$ cat config.mk
export PLATFORM = sky130hd
export DESIGN_NAME = cfab_route_table
export DESIGN_NICKNAME = d
export VERILOG_FILES = /design/src/rtl/cfab_rt_pkg.sv /design/src/rtl/cfab_rt_regs.sv /design/src/rtl/cfab_rt_lookup.sv /design/src/rtl/cfab_route_table.sv
export SDC_FILE = /design/constraint.sdc
export NUM_CORES = 1
export LEC_CHECK = 0
export CAP_MARGIN = 20
export CORE_UTILIZATION = 30
export DETAILED_ROUTE_END_ITERATION = 10
export DONT_BUFFER_PORTS = 1
export PLACE_DENSITY = 0.54
export SLEW_MARGIN = 20
export SYNTH_ARGS = -nofsm -noshare
export SYNTH_HDL_FRONTEND = slang
export SYNTH_SLANG_ARGS = --single-unit
$ cat constraint.sdc
create_clock -name clk_i -period 1.9 [get_ports clk_i]
set_input_delay 0.19 -clock clk_i [delete_from_list [all_inputs] [get_ports clk_i]]
set_output_delay 0.19 -clock clk_i [all_outputs]
set_load 0.005 [all_outputs]
$ cat src/rtl/cfab_rt_pkg.sv
package cfab_rt_pkg;
  localparam int unsigned RT_LINKS = 3;
  localparam int unsigned RT_FW    = RT_LINKS + 1;
  localparam int unsigned RT_REQ_LSB = 0;
  localparam int unsigned RT_RSP_LSB = 8;
  localparam int unsigned RT_BC_LSB  = 16;

  typedef enum logic [1:0] {
    PKT_REQ   = 2'd0,
    PKT_RSP   = 2'd1,
    PKT_BCAST = 2'd2,
    PKT_RSVD  = 2'd3
  } pkt_class_e;

  typedef struct packed {
    logic [RT_FW-1:0] bcast;
    logic [RT_FW-1:0] rsp;
    logic [RT_FW-1:0] req;
  } rt_entry_t;

  localparam rt_entry_t RT_ENTRY_RST = '{bcast: 4'b0001, rsp: 4'b0001, req: 4'b0001};

  function automatic logic [31:0] rt_pack(rt_entry_t e);
    logic [31:0] w;
    w = '0;
    w[RT_REQ_LSB +: RT_FW] = e.req;
    w[RT_RSP_LSB +: RT_FW] = e.rsp;
    w[RT_BC_LSB  +: RT_FW] = e.bcast;
    return w;
  endfunction

  function automatic rt_entry_t rt_unpack(logic [31:0] w);
    rt_entry_t e;
    e.req   = w[RT_REQ_LSB +: RT_FW];
    e.rsp   = w[RT_RSP_LSB +: RT_FW];
    e.bcast = w[RT_BC_LSB  +: RT_FW];
    return e;
  endfunction

  function automatic logic [RT_FW-1:0] rt_def_mask(logic [1:0] code);
    logic [RT_FW-1:0] m;
    m = '0;
    if (code == 2'b11) m[0] = 1'b1;
    else               m[code + 2'd1] = 1'b1;
    return m;
  endfunction
endpackage

$ cat src/rtl/cfab_rt_regs.sv
module cfab_rt_regs
  import cfab_rt_pkg::*;
#(
  parameter int unsigned NODES    = 8,
  parameter int unsigned AW       = 8,
  parameter logic [1:0]  DEF_LINK = 2'b11,
  localparam int unsigned NW      = $clog2(NODES)
) (
  input  logic            clk_i,
  input  logic            rst_ni,
  input  logic            we_i,
  input  logic [AW-1:0]   addr_i,
  input  logic [31:0]     wdata_i,
  output logic [31:0]     rdata_o,
  output rt_entry_t       entries_o [NODES],
  output logic            route_dis_o,
  output logic            req_dis_o,
  output logic [NW-1:0]   node_id_o
);
  localparam int unsigned IW = AW - 2;
  localparam logic [IW-1:0] CTRL_IDX = IW'(NODES);
  localparam logic [IW-1:0] NID_IDX  = IW'(NODES + 1);

  logic [IW-1:0] idx;
  assign idx = addr_i[AW-1:2];

  for (genvar g = 0; g < NODES; g++) begin : g_entry
    logic hit;
    assign hit = we_i && (idx == IW'(g));
    always_ff @(posedge clk_i or negedge rst_ni) begin
      if (!rst_ni)  entries_o[g] <= RT_ENTRY_RST;
      else if (hit) entries_o[g] <= rt_unpack(wdata_i);
    end
  end

  always_ff @(posedge clk_i or negedge rst_ni) begin
    if (!rst_ni) begin
      route_dis_o <= 1'b1;
      req_dis_o   <= 1'b1;
      node_id_o   <= '0;
    end else if (we_i) begin
      if (idx == CTRL_IDX) begin
        route_dis_o <= wdata_i[0];
        req_dis_o   <= wdata_i[1];
      end
      if (idx == NID_IDX) node_id_o <= wdata_i[NW-1:0];
    end
  end

  always_comb begin
    rdata_o = '0;
    if (idx < CTRL_IDX) begin
      rdata_o = rt_pack(entries_o[idx[NW-1:0]]);
    end else if (idx == CTRL_IDX) begin
      rdata_o[0]   = route_dis_o;
      rdata_o[1]   = req_dis_o;
      rdata_o[3:2] = DEF_LINK;
    end else if (idx == NID_IDX) begin
      rdata_o[NW-1:0] = node_id_o;
    end
  end

  // node-ID write lands one cycle later
  p_nid_write_r10: assert property (@(posedge clk_i) disable iff (!rst_ni)
    (we_i && idx == NID_IDX) |=> node_id_o == $past(wdata_i[NW-1:0]));

  // no write strobe, no table change
  p_entry_hold_r11: assert property (@(posedge clk_i) disable iff (!rst_ni)
    !we_i |=> $stable(entries_o[0]) && $stable(entries_o[NODES-1]));
endmodule

$ cat src/rtl/cfab_rt_lookup.sv
module cfab_rt_lookup
  import cfab_rt_pkg::*;
#(
  parameter int unsigned NODES = 8,
  localparam int unsigned NW   = $clog2(NODES)
) (
  input  logic             clk_i,
  input  logic             rst_ni,
  input  rt_entry_t        entries_i [NODES],
  input  logic             route_dis_i,
  input  logic [1:0]       def_link_i,
  input  logic [NW-1:0]    node_id_i,
  input  logic             lk_valid_i,
  input  logic [NW-1:0]    lk_dest_i,
  input  logic [1:0]       lk_class_i,
  output logic             lk_valid_o,
  output logic [RT_FW-1:0] lk_mask_o,
  output logic             lk_self_o
);
  rt_entry_t        sel;
  logic [RT_FW-1:0] mask_d;

  assign sel = entries_i[lk_dest_i];

  always_comb begin
    mask_d = '0;
    if (route_dis_i) begin
      mask_d = rt_def_mask(def_link_i);
    end else begin
      unique case (pkt_class_e'(lk_class_i))
        PKT_REQ:   mask_d = sel.req;
        PKT_RSP:   mask_d = sel.rsp;
        PKT_BCAST: mask_d = sel.bcast;
        default:   mask_d = '0;
      endcase
    end
  end

  always_ff @(posedge clk_i or negedge rst_ni) begin
    if (!rst_ni) begin
      lk_valid_o <= 1'b0;
      lk_mask_o  <= '0;
      lk_self_o  <= 1'b0;
    end else begin
      lk_valid_o <= lk_valid_i;
      lk_mask_o  <= lk_valid_i ? mask_d : '0;
      lk_self_o  <= lk_valid_i && (lk_dest_i == node_id_i);
    end
  end

  p_valid_lat_r5: assert property (@(posedge clk_i) disable iff (!rst_ni)
    lk_valid_i |=> lk_valid_o);

  p_idle_quiet_r5: assert property (@(posedge clk_i) disable iff (!rst_ni)
    !lk_valid_i |=> !lk_valid_o && lk_mask_o == '0 && !lk_self_o);

  p_default_onehot_r7: assert property (@(posedge clk_i) disable iff (!rst_ni)
    (lk_valid_i && route_dis_i) |=> $countones(lk_mask_o) == 1);

  p_rsvd_zero_r4: assert property (@(posedge clk_i) disable iff (!rst_ni)
    (lk_valid_i && !route_dis_i && lk_class_i == 2'd3) |=> lk_mask_o == '0);
endmodule

$ cat src/rtl/cfab_route_table.sv
module cfab_route_table
  import cfab_rt_pkg::*;
#(
  parameter int unsigned NODES    = 8,
  parameter int unsigned AW       = 8,
  parameter logic [1:0]  DEF_LINK = 2'b11,
  localparam int unsigned NW      = $clog2(NODES)
) (
  input  logic             clk_i,
  input  logic             rst_ni,
  input  logic             reg_we_i,
  input  logic [AW-1:0]    reg_addr_i,
  input  logic [31:0]      reg_wdata_i,
  output logic [31:0]      reg_rdata_o,
  input  logic             lk_valid_i,
  input  logic [NW-1:0]    lk_dest_i,
  input  logic [1:0]       lk_class_i,
  output logic             lk_valid_o,
  output logic [RT_FW-1:0] lk_mask_o,
  output logic             lk_self_o,
  output logic             req_gen_en_o
);
  rt_entry_t     entries [NODES];
  logic          route_dis;
  logic          req_dis;
  logic [NW-1:0] node_id;

  cfab_rt_regs #(.NODES(NODES), .AW(AW), .DEF_LINK(DEF_LINK)) u_regs (
    .clk_i       (clk_i),
    .rst_ni      (rst_ni),
    .we_i        (reg_we_i),
    .addr_i      (reg_addr_i),
    .wdata_i     (reg_wdata_i),
    .rdata_o     (reg_rdata_o),
    .entries_o   (entries),
    .route_dis_o (route_dis),
    .req_dis_o   (req_dis),
    .node_id_o   (node_id)
  );

  cfab_rt_lookup #(.NODES(NODES)) u_lookup (
    .clk_i       (clk_i),
    .rst_ni      (rst_ni),
    .entries_i   (entries),
    .route_dis_i (route_dis),
    .def_link_i  (DEF_LINK),
    .node_id_i   (node_id),
    .lk_valid_i  (lk_valid_i),
    .lk_dest_i   (lk_dest_i),
    .lk_class_i  (lk_class_i),
    .lk_valid_o  (lk_valid_o),
    .lk_mask_o   (lk_mask_o),
    .lk_self_o   (lk_self_o)
  );

  assign req_gen_en_o = !req_dis;

  // request gate follows a control write one cycle later
  p_req_gate_r9: assert property (@(posedge clk_i) disable iff (!rst_ni)
    (reg_we_i && reg_addr_i[AW-1:2] == (AW-2)'(NODES)) |=> req_gen_en_o == !$past(reg_wdata_i[1]));
endmodule

==> metrics.txt <==
Hold Crit Class=input pin to asynchronous set/reset pin; Final Skew=8.35 ps; WHS=-480 ps; WL/cell=21.5 µm; Post-Synthesis Cells=430; CP Class=flip-flop to primary output; nets=489; Sw Pwr=1.36 mW; CTS tree=built; Cells after DPL=681; Initial Util=30.7%; # hold bufs at CTS=13; DR DRC count=0; Yosys cell types=37; most frequent cells in the layout=mux2_2, dfrtp_1, mux2i_1; Layout area overhead=11.1%; register-to-register setup slack=380 ps; first-pass GRT wire length=23.9 mm; Combinational Power Share=15.1%; Setup Viol. Count Final=0; largest net degree at the start of global routing=108; clk sinks=107; Port Buffers=0; Syn Std Cell Area=5980 µm²; CTS clock-pin slew for the worst setup and hold paths=70 ps; Post-CTS Setup Repair Bufs=0; switching part of the total=24.7%; Longest Clk Path Bufs=2; Final Slew Violations=0; vias after detailed routing=3629; cell-internal power=4.16 mW; unrepaired setup endpoints after global routing=no; vias in the first global route=3898; Period minus WS final=1720 ps; Reg-to-Reg Start=u_regs.entries_o[73]; core outline area=19500 µm²; Max Cap Violations=0; Setup crit start kind=flip-flop; static leakage=2.90 nW; sequential fraction of the synthesis area=45.4%; worst endpoint required time=1710 ps; worst-path maximum fanout=3; DRT Pass-1 Iters=4; GR Overflow Total=0; Layout Cells excl Fill=711; layout cell share with drive strength beyond 1=45.2%; Synth Register Bits=107; clk root buf=clkbuf_16; Slew @ Worst Pin=1030 ps; DRT antenna net count=0; DP HPWL=10.0 mm; nature of the critical path endpoint=primary output; Placer Congestion=0.734; I/O pin count=88; Final Hold Viols=107; peak supply drop=0.374 mV; row cnt=51; Clock power frac=33.4%; die area=20500 µm²; relative max-transition margin=30.9%; Seq pwr share=51.5%; ratio of final minimum period to clock period=90.7%; initial antenna violation count=1; pwr/cell area=832 nW/µm²; setup TNS=0 ps; status=finished, violations left; Die Y=143 µm; clock latency on the worst-skew pair=360 ps; most common cell after layout, fill and taps aside=mux2_2; # H-tree levels=3; failing checks=negative hold slack; final WL=15.3 mm; worst reg2reg path depth=4; Via density=5.10; FMAX=580 MHz; Post-CTS Resized=0; Num CTS Buffers=9; r2r endpoint=u_lookup.lk_mask_o[1]; Die X-Extent=143 µm; Synth Warn #=0; Syn Area/Cell=13.9 µm²; Initial DRC Count=193; gr usage total=16.2%; data arrival time of the critical path=1530 ps
how the worst max path moves through the flow:
stage	start	end	depth (start not counted)
final	u_regs.entries_o[2]	reg_rdata_o[2]	3
after CTS	u_regs.entries_o[2]	reg_rdata_o[2]	3
after global placement	reg_addr_i[7]	u_regs.entries_o[47]	4
after floorplan	reg_addr_i[7]	u_regs.entries_o[14]	5
after detailed placement	reg_addr_i[7]	u_regs.entries_o[30]	4
after global routing	u_regs.entries_o[3]	reg_rdata_o[3]	3
critical path: stages, from the launching register on:
cell and delay, ps:
dfrtp_1 400, mux4_2 490, mux2i_1 140, o21ai_0 150
power groups by stage:
stage	combinational (mW)	clock (mW)	sequential, mW
3_3_place_gp	0.768	0	2.85
6_report	0.835	1.84	2.84
5_1_grt	0.914	1.98	2.89
2_1_floorplan	0.770	0	2.81
4_1_cts	0.842	1.90	2.84
3_5_place_dp	0.791	0	2.88
stage by stage:
stage	instance area, µm²	power [mW]	setup WS [ps]	util, %
after CTS	6630	5.59	149	34.1
after floorplan	6050	3.58	270	-
after detailed placement	6210	3.67	138	31.9
after global routing	6640	5.79	95.7	34.1
after global placement	6210	3.62	151	31.9
final	6640	5.52	177	34.1
layer usage:
metal,up-vias,track usage [%],routed length [µm]
met3,14,3.92,959
met1,1924,21.4,6810
li1,1586,-,-
met4,0,5.60,257
met5,-,0,0
met2,105,25.8,7260
Yosys cell counts:
library cell / instances / area share (%)
mux2_2: 92 / 17
dfrtp_1: 81 / 34
mux2i_1: 48 / 8.0
mux4_2: 30 / 11
buf_4: 27 / 3.4
dfstp_2: 26 / 11
a22oi_1: 15 / 1.9
buf_2: 14 / 1.2
nand2_1: 13 / 0.82
nor2_1: 12 / 0.75
mux2_4: 10 / 2.5
nand3_1: 7 / 0.59
a31oi_1: 5 / 0.52
buf_1: 5 / 0.31
nor2b_1: 5 / 0.52
nand4_1: 4 / 0.42
a21oi_1: 3 / 0.25
clkbuf_1: 3 / 0.19
inv_1: 3 / 0.19
nor3_2: 3 / 0.50
xor2_1: 3 / 0.44
a221oi_1: 2 / 0.29
and2_1: 2 / 0.21
buf_6: 2 / 0.38
mux2_1: 2 / 0.38
nor4_4: 2 / 0.71
a211o_1: 1 / 0.15
conb_1: 1 / 0.063
nand2_2: 1 / 0.10
nand2b_1: 1 / 0.10
nor2_4: 1 / 0.19
nor3_4: 1 / 0.27
nor4_1: 1 / 0.10
o21ai_0: 1 / 0.084
o21bai_1: 1 / 0.13
or3_1: 1 / 0.10
or4b_4: 1 / 0.23
flip-flops by register name (all words and copies together) (netlist names):
register             count
u_lookup.lk_mask_o       4
u_lookup.lk_self_o       1
u_lookup.lk_valid_o      1
u_regs.entries_o        96
u_regs.node_id_o         3
u_regs.req_dis_o         1
u_regs.route_dis_o       1
area by class of cell:
type	count	area (µm²)
Clock inverter	4	23.8
Multi-Input combinational cell	288	3000
Inverter	3	11.3
Antenna cell	1	2.50
Sequential cell	107	2710
Timing Repair Buffer	31	290
Clock buffer	12	267
Tap cell	265	332
Fill cell	1915	12800
cell families after synthesis:
logic type,after synthesis,synth area share [%]
mux,182,39.6
flops,107,45.4
simple gates,55,5.63
compound gates,28,3.31
other cells,1,0.0628
xor+xnor,3,0.440
buf+inv,54,5.63
Note: power is estimated with default switching activity, not from simulation.
